$ cat config.mk
export PLATFORM = sky130hd
export DESIGN_NAME = vis_sequencer
export DESIGN_NICKNAME = d
export VERILOG_FILES = /design/src/rtl/vis_pkg.sv /design/src/rtl/vis_cfg_regs.sv /design/src/rtl/vis_addr_gen.sv /design/src/rtl/vis_seq_ctrl.sv /design/src/rtl/vis_sequencer.sv
export SDC_FILE = /design/constraint.sdc
export NUM_CORES = 1
export LEC_CHECK = 0
export CAP_MARGIN = 10
export CORE_MARGIN = 5
export CORE_UTILIZATION = 55
export CTS_CLUSTER_SIZE = 24
export DETAILED_ROUTE_END_ITERATION = 12
export DONT_BUFFER_PORTS = 1
export PLACE_DENSITY_LB_ADDON = 0.05
export SYNTH_ARGS = -nofsm -noshare
export SYNTH_HDL_FRONTEND = slang
export SYNTH_SLANG_ARGS = --single-unit
$ cat constraint.sdc
create_clock -name clk -period 3.6 [get_ports clk]
set_input_delay 0.18 -clock clk [delete_from_list [all_inputs] [get_ports clk]]
set_output_delay 0.18 -clock clk [all_outputs]
set_load 0.01 [all_outputs]
$ cat src/rtl/vis_pkg.sv
`timescale 1ns/1ps
package vis_pkg;
  localparam int REG_AW = 10;
  localparam logic [REG_AW-1:0] ADR_BASE  = 10'h200;
  localparam logic [REG_AW-1:0] ADR_DESC  = 10'h227;
  localparam logic [REG_AW-1:0] ADR_COUNT = 10'h228;
  localparam logic [REG_AW-1:0] ADR_FIRST = 10'h22A;
  localparam logic [REG_AW-1:0] ADR_GO_LIN = 10'h22E;
  localparam logic [REG_AW-1:0] ADR_GO_IDX = 10'h22F;
  localparam int BASE_W = 29;
  localparam int BASE_SHIFT = 3;
  localparam int DESC_OFF_W = 31;

  typedef enum logic [2:0] {
    ST_IDLE  = 3'd0,
    ST_RDLO  = 3'd1,
    ST_GOTLO = 3'd2,
    ST_GOTHI = 3'd3,
    ST_EMIT  = 3'd4
  } seq_state_t;
endpackage

$ cat src/rtl/vis_cfg_regs.sv
`timescale 1ns/1ps
module vis_cfg_regs
  import vis_pkg::*;
#(
  parameter int VTX_W = 32,
  parameter int CNT_W = 32
) (
  input  logic                  clk,
  input  logic                  rst_n,
  input  logic                  wr_en,
  input  logic [REG_AW-1:0]     wr_addr,
  input  logic [31:0]           wr_data,
  output logic [BASE_W-1:0]     base_q,
  output logic [31:0]           desc_q,
  output logic [CNT_W-1:0]      count_q,
  output logic [VTX_W-1:0]      first_q,
  output logic                  go_lin,
  output logic                  go_idx
);
  logic en_base, en_desc, en_count, en_first;

  always_comb begin
    en_base  = wr_en && (wr_addr == ADR_BASE);
    en_desc  = wr_en && (wr_addr == ADR_DESC);
    en_count = wr_en && (wr_addr == ADR_COUNT);
    en_first = wr_en && (wr_addr == ADR_FIRST);
    go_lin   = wr_en && (wr_addr == ADR_GO_LIN);
    go_idx   = wr_en && (wr_addr == ADR_GO_IDX);
  end

  always_ff @(posedge clk or negedge rst_n) begin
    if (!rst_n) begin
      base_q  <= '0;
      desc_q  <= '0;
      count_q <= '0;
      first_q <= '0;
    end else begin
      if (en_base)  base_q  <= wr_data[BASE_W-1:0];
      if (en_desc)  desc_q  <= wr_data;
      if (en_count) count_q <= wr_data[CNT_W-1:0];
      if (en_first) first_q <= wr_data[VTX_W-1:0];
    end
  end
endmodule

$ cat src/rtl/vis_addr_gen.sv
`timescale 1ns/1ps
module vis_addr_gen
  import vis_pkg::*;
#(
  parameter int ADDR_W = 32
) (
  input  logic                  clk,
  input  logic                  rst_n,
  input  logic                  load,
  input  logic                  step,
  input  logic                  wide,
  input  logic                  hi_sel,
  input  logic [BASE_W-1:0]     base,
  input  logic [DESC_OFF_W-1:0] offset,
  output logic [ADDR_W-1:0]     rd_addr
);
  localparam int BYTE_BASE_W = BASE_W + BASE_SHIFT;

  logic [ADDR_W-1:0] ptr_q, ptr_d;
  logic              ptr_en;
  logic [ADDR_W-1:0] start_addr;
  logic [ADDR_W-1:0] stride;

  always_comb begin
    start_addr = ADDR_W'({base, {BASE_SHIFT{1'b0}}}) + ADDR_W'(offset);
    stride     = wide ? ADDR_W'(2) : ADDR_W'(1);
    ptr_en     = load || step;
    ptr_d      = load ? start_addr : (ptr_q + stride);
    rd_addr    = ptr_q + ADDR_W'(hi_sel);
  end

  always_ff @(posedge clk or negedge rst_n) begin
    if (!rst_n) ptr_q <= '0;
    else if (ptr_en) ptr_q <= ptr_d;
  end

  if (BYTE_BASE_W > ADDR_W) begin : g_narrow
    // base bits above ADDR_W wrap away; address arithmetic is modulo 2^ADDR_W
  end
endmodule

$ cat src/rtl/vis_seq_ctrl.sv
`timescale 1ns/1ps
module vis_seq_ctrl
  import vis_pkg::*;
#(
  parameter int VTX_W = 32,
  parameter int CNT_W = 32
) (
  input  logic              clk,
  input  logic              rst_n,
  input  logic              go_lin,
  input  logic              go_idx,
  input  logic [CNT_W-1:0]  cfg_count,
  input  logic [VTX_W-1:0]  cfg_first,
  input  logic              cfg_wide,
  input  logic [7:0]        rd_data,
  input  logic              vtx_ready,
  output logic              ptr_load,
  output logic              ptr_step,
  output logic              hi_sel,
  output logic              wide_q,
  output logic              rd_en,
  output logic              vtx_valid,
  output logic [VTX_W-1:0]  vtx_num,
  output logic              done,
  output logic              busy
);
  seq_state_t         st_q, st_d;
  logic [CNT_W-1:0]   rem_q, rem_d;
  logic [VTX_W-1:0]   num_q, num_d;
  logic [7:0]         lo_q, lo_d;
  logic               idx_q, idx_d;
  logic               wide_d;
  logic               done_q, done_d;
  logic               xfer, last;

  always_comb begin
    st_d     = st_q;
    rem_d    = rem_q;
    num_d    = num_q;
    lo_d     = lo_q;
    idx_d    = idx_q;
    wide_d   = wide_q;
    done_d   = 1'b0;
    ptr_load = 1'b0;
    ptr_step = 1'b0;
    hi_sel   = 1'b0;
    rd_en    = 1'b0;
    xfer     = (st_q == ST_EMIT) && vtx_ready;
    last     = (rem_q == CNT_W'(1));
    unique case (st_q)
      ST_IDLE: begin
        if (go_lin || go_idx) begin
          if (cfg_count == '0) begin
            done_d = 1'b1;
          end else begin
            rem_d  = cfg_count;
            idx_d  = go_idx;
            wide_d = cfg_wide;
            if (go_idx) begin
              ptr_load = 1'b1;
              st_d     = ST_RDLO;
            end else begin
              num_d = cfg_first;
              st_d  = ST_EMIT;
            end
          end
        end
      end
      ST_RDLO: begin
        rd_en = 1'b1;
        st_d  = ST_GOTLO;
      end
      ST_GOTLO: begin
        if (wide_q) begin
          lo_d   = rd_data;
          rd_en  = 1'b1;
          hi_sel = 1'b1;
          st_d   = ST_GOTHI;
        end else begin
          num_d = VTX_W'(rd_data);
          st_d  = ST_EMIT;
        end
      end
      ST_GOTHI: begin
        num_d = VTX_W'({rd_data, lo_q});
        st_d  = ST_EMIT;
      end
      ST_EMIT: begin
        if (xfer) begin
          if (last) begin
            done_d = 1'b1;
            st_d   = ST_IDLE;
          end else begin
            rem_d = rem_q - CNT_W'(1);
            if (idx_q) begin
              ptr_step = 1'b1;
              st_d     = ST_RDLO;
            end else begin
              num_d = num_q + VTX_W'(1);
            end
          end
        end
      end
      default: st_d = ST_IDLE;
    endcase
  end

  always_ff @(posedge clk or negedge rst_n) begin
    if (!rst_n) begin
      st_q   <= ST_IDLE;
      rem_q  <= '0;
      num_q  <= '0;
      lo_q   <= '0;
      idx_q  <= 1'b0;
      wide_q <= 1'b0;
      done_q <= 1'b0;
    end else begin
      st_q   <= st_d;
      rem_q  <= rem_d;
      num_q  <= num_d;
      lo_q   <= lo_d;
      idx_q  <= idx_d;
      wide_q <= wide_d;
      done_q <= done_d;
    end
  end

  assign vtx_valid = (st_q == ST_EMIT);
  assign vtx_num   = num_q;
  assign done      = done_q;
  assign busy      = (st_q != ST_IDLE);
endmodule

$ cat src/rtl/vis_sequencer.sv
`timescale 1ns/1ps
module vis_sequencer
  import vis_pkg::*;
#(
  parameter int ADDR_W = 32,
  parameter int VTX_W  = 32,
  parameter int CNT_W  = 32
) (
  input  logic               clk,
  input  logic               rst_n,
  input  logic               cfg_wr_en,
  input  logic [REG_AW-1:0]  cfg_wr_addr,
  input  logic [31:0]        cfg_wr_data,
  output logic               mem_rd_en,
  output logic [ADDR_W-1:0]  mem_rd_addr,
  input  logic [7:0]         mem_rd_data,
  output logic               vtx_valid,
  input  logic               vtx_ready,
  output logic [VTX_W-1:0]   vtx_num,
  output logic               draw_done,
  output logic               busy
);
  logic [BASE_W-1:0] base_q;
  logic [31:0]       desc_q;
  logic [CNT_W-1:0]  count_q;
  logic [VTX_W-1:0]  first_q;
  logic              go_lin, go_idx;
  logic              ptr_load, ptr_step, hi_sel, wide_q;

  vis_cfg_regs #(.VTX_W(VTX_W), .CNT_W(CNT_W)) cfg_i (
    .clk(clk), .rst_n(rst_n),
    .wr_en(cfg_wr_en), .wr_addr(cfg_wr_addr), .wr_data(cfg_wr_data),
    .base_q(base_q), .desc_q(desc_q), .count_q(count_q), .first_q(first_q),
    .go_lin(go_lin), .go_idx(go_idx)
  );

  vis_addr_gen #(.ADDR_W(ADDR_W)) agen_i (
    .clk(clk), .rst_n(rst_n),
    .load(ptr_load), .step(ptr_step), .wide(wide_q), .hi_sel(hi_sel),
    .base(base_q), .offset(desc_q[DESC_OFF_W-1:0]),
    .rd_addr(mem_rd_addr)
  );

  vis_seq_ctrl #(.VTX_W(VTX_W), .CNT_W(CNT_W)) ctrl_i (
    .clk(clk), .rst_n(rst_n),
    .go_lin(go_lin), .go_idx(go_idx),
    .cfg_count(count_q), .cfg_first(first_q), .cfg_wide(desc_q[31]),
    .rd_data(mem_rd_data), .vtx_ready(vtx_ready),
    .ptr_load(ptr_load), .ptr_step(ptr_step), .hi_sel(hi_sel), .wide_q(wide_q),
    .rd_en(mem_rd_en), .vtx_valid(vtx_valid), .vtx_num(vtx_num),
    .done(draw_done), .busy(busy)
  );
endmodule

==> flow_metrics.tcl, run 1 <==
set metrics [dict create \
    status "complete, but fails checks" \
    violations "hold timing" \
    synth_common_cells "235 x dfrtp_1, 137 x mux2_2, 120 x a21oi_1" \
    yosys_warnings 0 \
    grt_use_total_pct 26.24 \
    worst_pin_slew_ns 1.268 \
    syn_inst 1413 \
    peakVddDrop_mv 0.4210 \
    setup_ws_ns 0.1563 \
    cp-end-kind "output port" \
    grt_pass1_vias 10430 \
    drv_cap 0 \
    start_util_pct 55.73 \
    crit_required_ns 3.42 \
    crit_type "register to output port" \
    synth_top_area_share_pct 43.39 \
    drc 0 \
    dp_hpwl_um 26220 \
    setup_violations 0 \
    period_minus_slack_ns 3.444 \
    place_congestion 0.8743 \
    yosys.area.top_type "dfrtp_1" \
    grt_max_degree 236 \
    numPortBuffers 0 \
    finalCoreUtilization_pct 62.50 \
    clkSinkCount 235 \
    htree_num_levels 1 \
    yosysMostFrequentCell "dfrtp_1" \
    path_clk_slew_ns 0.06 \
    area_delta_synth_final_pct 12.16 \
    maxSlewViolCount 0 \
    first_pass_iters 5 \
    async_reset_ff_share_pct 100.0 \
    final_area_um2 15200 \
    synthesis.area_um2 13550 \
    pin_count 122 \
    nNetsFinal 1533 \
    tns_ns 0 \
    p_leak_nw 6.943 \
    clock_path_buffers 3 \
    die_w_um 167.0 \
    fin_skew_ns 0.01679 \
    period_share_pct 95.66 \
    fp.coreArea_um2 24320 \
    postCtsHoldBufs 43 \
    power_density_nw_per_um2 458.4 \
    rsz0062_at_grt "false" \
    row_count 57 \
    ctsRootBufferMaster "clkbuf_16" \
    drive_gt1_share_pct 16.43 \
    synth_top_cells_by_area "dfrtp_1 43%, mux2_2 11%, a21oi_1 4.4%" \
    numCtsBuffers 27 \
    synth-edff-count 0 \
    dpl_worst_slack_ns 0.3995 \
    syn-num-nets 1504 \
    vias 11200 \
    arrival_ns 3.26 \
    wl_um 38000 \
    hold_path.class "input port to async pin" \
    start_kind "register" \
    drtIter0Drc 909 \
    grt_remaining_overflow 0 \
    die_area_um2 27880 \
    power_mw 6.967 \
    hold_slack_ns -0.6729 \
    synth-seq-cells 235 \
    grt_pass1_wl_um 59730 \
    fp.dieH_um 167.0 \
    postRouteAntennaNets 0 \
    worstPathMaxFanout 7 \
    worstSkewPairLatency_ns 0.55 \
    cts_tree "done" \
    wl_per_cell_um 21.29 \
    final-hold-violation-count 235 \
    synthFlopType "dfrtp_1" \
    synth_area_per_cell_um2 9.592 \
    antenna_found_initial 5 \
    cts_setup_buffers 0 \
    ys_seq_area_share_pct 43.39 \
    via_per_inst 6.273 \
    relSlewSlack_pct 15.48 \
    antenna_cells 0 \
    timing.fmax_mhz 290.4 \
    place_area_um2 13930 \
    yosysUniqueCellTypes 68 \
]
[path summary, 6_finish.rpt]
check	startpoint	endpoint	slack (ns)	cells after the start
setup reg to reg	ctrl_i.rem_q[25]	agen_i.ptr_q[30]	0.38	9
max in group asynchronous	rst_n	ctrl_i.rem_q[9]	3.74	0
hold reg to reg	cfg_i.first_q[1]	cfg_i.first_q[1]	0.50	1
setup / recovery	ctrl_i.st_q[0]	mem_rd_addr[30]	0.16	11
hold / removal	rst_n	agen_i.ptr_q[5]	-0.67	0
min in group clk	mem_rd_data[6]	ctrl_i.vtx_num[14]	0.02	4
[repair_timing]
| action | CTS | global route |
|---|---|---|
| resized for setup | 1 | 3 |
| hold endpoints to repair | 372 | 235 |
| setup endpoints to repair | 1 | 3 |
[worst max-delay path, stage by stage, from the launching register on]
cell and delay [ns]:
dfrtp_1 0.37, nand2b_1 0.16, nor2_1 0.22, ha_2 0.28, ha_1 0.23, nand4_1 0.25, or2_4 0.37, nor3_2 0.26
nand3_1 0.15, nor2_1 0.15, xor2_1 0.16, buf_4 0.14
[per-layer routing]
layer	wire length [um]	up-vias	global-route usage, %
li1	-	5231	-
met1	17450	5510	39.05
met2	16770	365	39.20
met3	2692	81	5.807
met4	1023	10	6.546
met5	61	-	0
[registers in the layout (all words and copies together), names as in the netlist]
signal          count
ctrl_i.idx_q        1
ctrl_i.done         1
cfg_i.base_q       29
ctrl_i.vtx_num     32
cfg_i.count_q      32
ctrl_i.st_q         3
ctrl_i.lo_q         8
agen_i.ptr_q       32
ctrl_i.rem_q       32
cfg_i.first_q      32
cfg_i.desc_q       32
ctrl_i.wide_q       1
[power by group]
part           switching, mW  internal (mW)  leakage (nW)
combinational          0.702          0.438          3.31
clock                   1.11           1.50         0.416
sequential             0.359           2.87          3.22
total                   2.17           4.80          6.94
[stage by stage]
step	hold slack, ns	std cells
after floorplan	-0.1156	1413
after global placement	-0.1054	1694
after detailed placement	-0.1052	1694
after CTS	-0.6787	1785
after global routing	-0.6884	1785
final	-0.6729	1785
[cells in the final DEF, fill, tap and decap left out, types with 9 or more instances in the layout]
master / instances
a21o_1: 18
a21oi_1: 120
a22oi_1: 17
a31oi_1: 18
and3_1: 15
and4_1: 10
buf_4: 35
clkbuf_16: 27
dfrtp_1: 235
dlygate4sd3_1: 43
ha_1: 34
inv_1: 25
mux2_2: 137
mux2i_1: 10
nand2_1: 110
nand3_1: 51
nand4_1: 22
nor2_1: 109
nor2b_1: 9
nor3_1: 36
nor4_1: 24
o21ai_0: 108
o22ai_1: 9
xnor2_1: 51
xor2_1: 34
[area by class of cell]
class,count,area (um^2)
well taps,324,405.4
flip-flops and latches,235,5881
clock inverters,8,43.79
fillers,2014,9119
clock buffers,40,784.5
multi-input cells,1072,7256
inverters,26,97.59
repair buffers,80,733.2
[cells by family (layout without fill, tap and decap cells)]
family,count (synthesis),after routing,share of synthesized area (%)
AOI/OAI and AO/OA,364,364,16.08
DFF,235,235,43.39
and+or+nand+nor,439,439,16.15
adders and majority gates,37,37,3.527
xor gates and xnor gates,85,85,5.493
buffers and inverters,106,154,3.240
muxes,147,147,12.12
Power figures use the tool's default switching activity.
==> run 2: changes to the inputs <==
--- a/config.mk
+++ b/config.mk
@@ -6,8 +6,10 @@
 export NUM_CORES = 1
 export LEC_CHECK = 0
 export CAP_MARGIN = 10
+export CELL_PAD_IN_SITES_DETAIL_PLACEMENT = 0
+export CELL_PAD_IN_SITES_GLOBAL_PLACEMENT = 1
 export CORE_MARGIN = 5
-export CORE_UTILIZATION = 55
+export CORE_UTILIZATION = 50
 export CTS_CLUSTER_SIZE = 24
 export DETAILED_ROUTE_END_ITERATION = 12
 export DONT_BUFFER_PORTS = 1
==> run 2 against run 1 <==
The run still ends with hold timing left. Highest routed layer is now met4. Critical path depth rose by 1. Via count fell by 1.5%. Flip-flop and latch count did not move. Clock-buffer cell count fell by 4. Total power rose by 6.2%. First-iteration DRC count fell by 2.5%. Routed wire length rose by 0.26%. Sequential share of layout area fell by 0.52 points.
==> flow_metrics.tcl, run 2 (synthesis results as in run 1) <==
set metrics [dict create \
    cp-end-kind "output port" \
    status "complete, but fails checks" \
    grt_use_total_pct 24.31 \
    layout_common_cells "235 x dfrtp_1, 137 x mux2_2, 120 x a21oi_1, 110 x nand2_1" \
    numPortBuffers 0 \
    grt_pass1_vias 10350 \
    relSlewSlack_pct 17.86 \
    nNetsFinal 1535 \
    power_mw 7.402 \
    postCtsHoldBufs 43 \
    hold_path.class "input port to async pin" \
    path_clk_slew_ns 0.06 \
    worst_pin_slew_ns 1.232 \
    place_area_um2 13950 \
    drc 0 \
    ctsRootBufferMaster "clkbuf_16" \
    clock_path_buffers 3 \
    power_density_nw_per_um2 480.4 \
    final_area_um2 15410 \
    p_leak_nw 7.042 \
    area_delta_synth_final_pct 13.69 \
    antenna_cells 0 \
    grt_pass1_wl_um 60220 \
    start_util_pct 50.57 \
    dp_hpwl_um 26940 \
    start_kind "register" \
    drv_cap 0 \
    worstPathMaxFanout 7 \
    violations "hold timing" \
    final-hold-violation-count 235 \
    maxSlewViolCount 0 \
    numCtsBuffers 27 \
    htree_num_levels 1 \
    cts_tree "done" \
    crit_required_ns 3.42 \
    grt_remaining_overflow 0 \
    place_congestion 0.8744 \
    regArea_um2 5881 \
    die_w_um 174.6 \
    setup_violations 0 \
    multiInputGateArea_um2 7264 \
    crit_type "register to output port" \
    fillers 2395 \
    vias 11030 \
    rsz0062_at_grt "false" \
    fp.dieH_um 174.6 \
    timing.fmax_mhz 300.7 \
    wl_per_cell_um 21.11 \
    period_minus_slack_ns 3.325 \
    grt_max_degree 236 \
    period_share_pct 92.37 \
    die_area_um2 30500 \
    wl_um 38100 \
    r2r_slack_ns 0.44 \
    fin_skew_ns 0.01911 \
    hold_slack_ns -0.6509 \
    arrival_ns 3.15 \
    antenna_found_initial 0 \
    pin_count 122 \
    first_pass_iters 5 \
    worstSkewPairLatency_ns 0.53 \
    postRouteAntennaNets 0 \
    drtIter0Drc 886 \
    via_per_inst 6.110 \
    tns_ns 0 \
    fp.coreArea_um2 26800 \
    clkSinkCount 235 \
    drive_gt1_share_pct 16.94 \
    row_count 60 \
    mostFrequentLayoutCell "dfrtp_1" \
    peakVddDrop_mv 0.3973 \
]
-- run 2: cell types whose count changed in the layout (fill, tap and decap cells not counted), moves of 2 or more --
cell       delta
clkbuf_1      -4
bufinv_16     +6
clkinv_2      -2
buf_4         +2
-- run 2: worst paths after layout --
path                                  startpoint            endpoint  cells past startpoint
worst max-delay path              ctrl_i.st_q[2]     mem_rd_addr[30]                     12
worst min-delay path                       rst_n     agen_i.ptr_q[4]                      0
worst max register to register  ctrl_i.rem_q[25]    agen_i.ptr_q[30]                      8
worst min register to register  cfg_i.first_q[1]    cfg_i.first_q[1]                      1
max in group asynchronous                  rst_n    ctrl_i.rem_q[30]                      0
min in group clk                  mem_rd_data[6]  ctrl_i.vtx_num[14]                      4
-- run 2: routing by layer --
layer	routed length, um	GRT usage [%]
met1	18540	37.64
met5	0	0
met2	16810	36.64
met3	1979	3.440
met4	768	4.812
-- run 2: report_power, final --
group          internal (mW)  switching [mW]
combinational          0.438           0.702
clock                   1.92            1.11
sequential              2.86           0.366
-- run 2: stage by stage --
| step | setup slack (ns) | std cells | util [%] |
|---|---|---|---|
| 6_report | 0.2747 | 1805 | 57.49 |
| 5_1_grt | 0.03717 | 1805 | 57.49 |
| 4_1_cts | 0.01280 | 1804 | 57.39 |
| 3_5_place_dp | 0.4145 | 1712 | 52.07 |
| 3_3_place_gp | 0.4899 | 1711 | 52.04 |
| 2_1_floorplan | 0.3425 | 1413 | - |
-- run 2: repair_timing --
item | 4_1_cts | 5_1_grt
gates resized for setup | 1 | 5
endpoints found under the hold margin | 375 | 235
pin swaps | 0 | 1
endpoints found under the setup margin | 1 | 4
buffers inserted | 0 | 0
gates cloned | 0 | 0
-- run 2: area by class of cell --
cell class / instances / area share (%)
multi-input combinational: 1072 / 47.15
sequential: 235 / 38.16
clock buffer: 36 / 4.994
timing repair buffer: 82 / 4.856
tap: 341 / 2.769
clock inverter: 13 / 1.437
inverter: 26 / 0.6334
-- run 2: critical path, stage by stage (launching register included) --
cell and delay [ns]:
dfrtp_1 0.38, inv_1 0.07, nand2_1 0.09, nor2_2 0.18
ha_2 0.26, ha_1 0.24, nand4_1 0.22, or2_4 0.37
nor3_4 0.22, nand3_1 0.14, nor2_1 0.15, xor2_1 0.16
buf_4 0.14
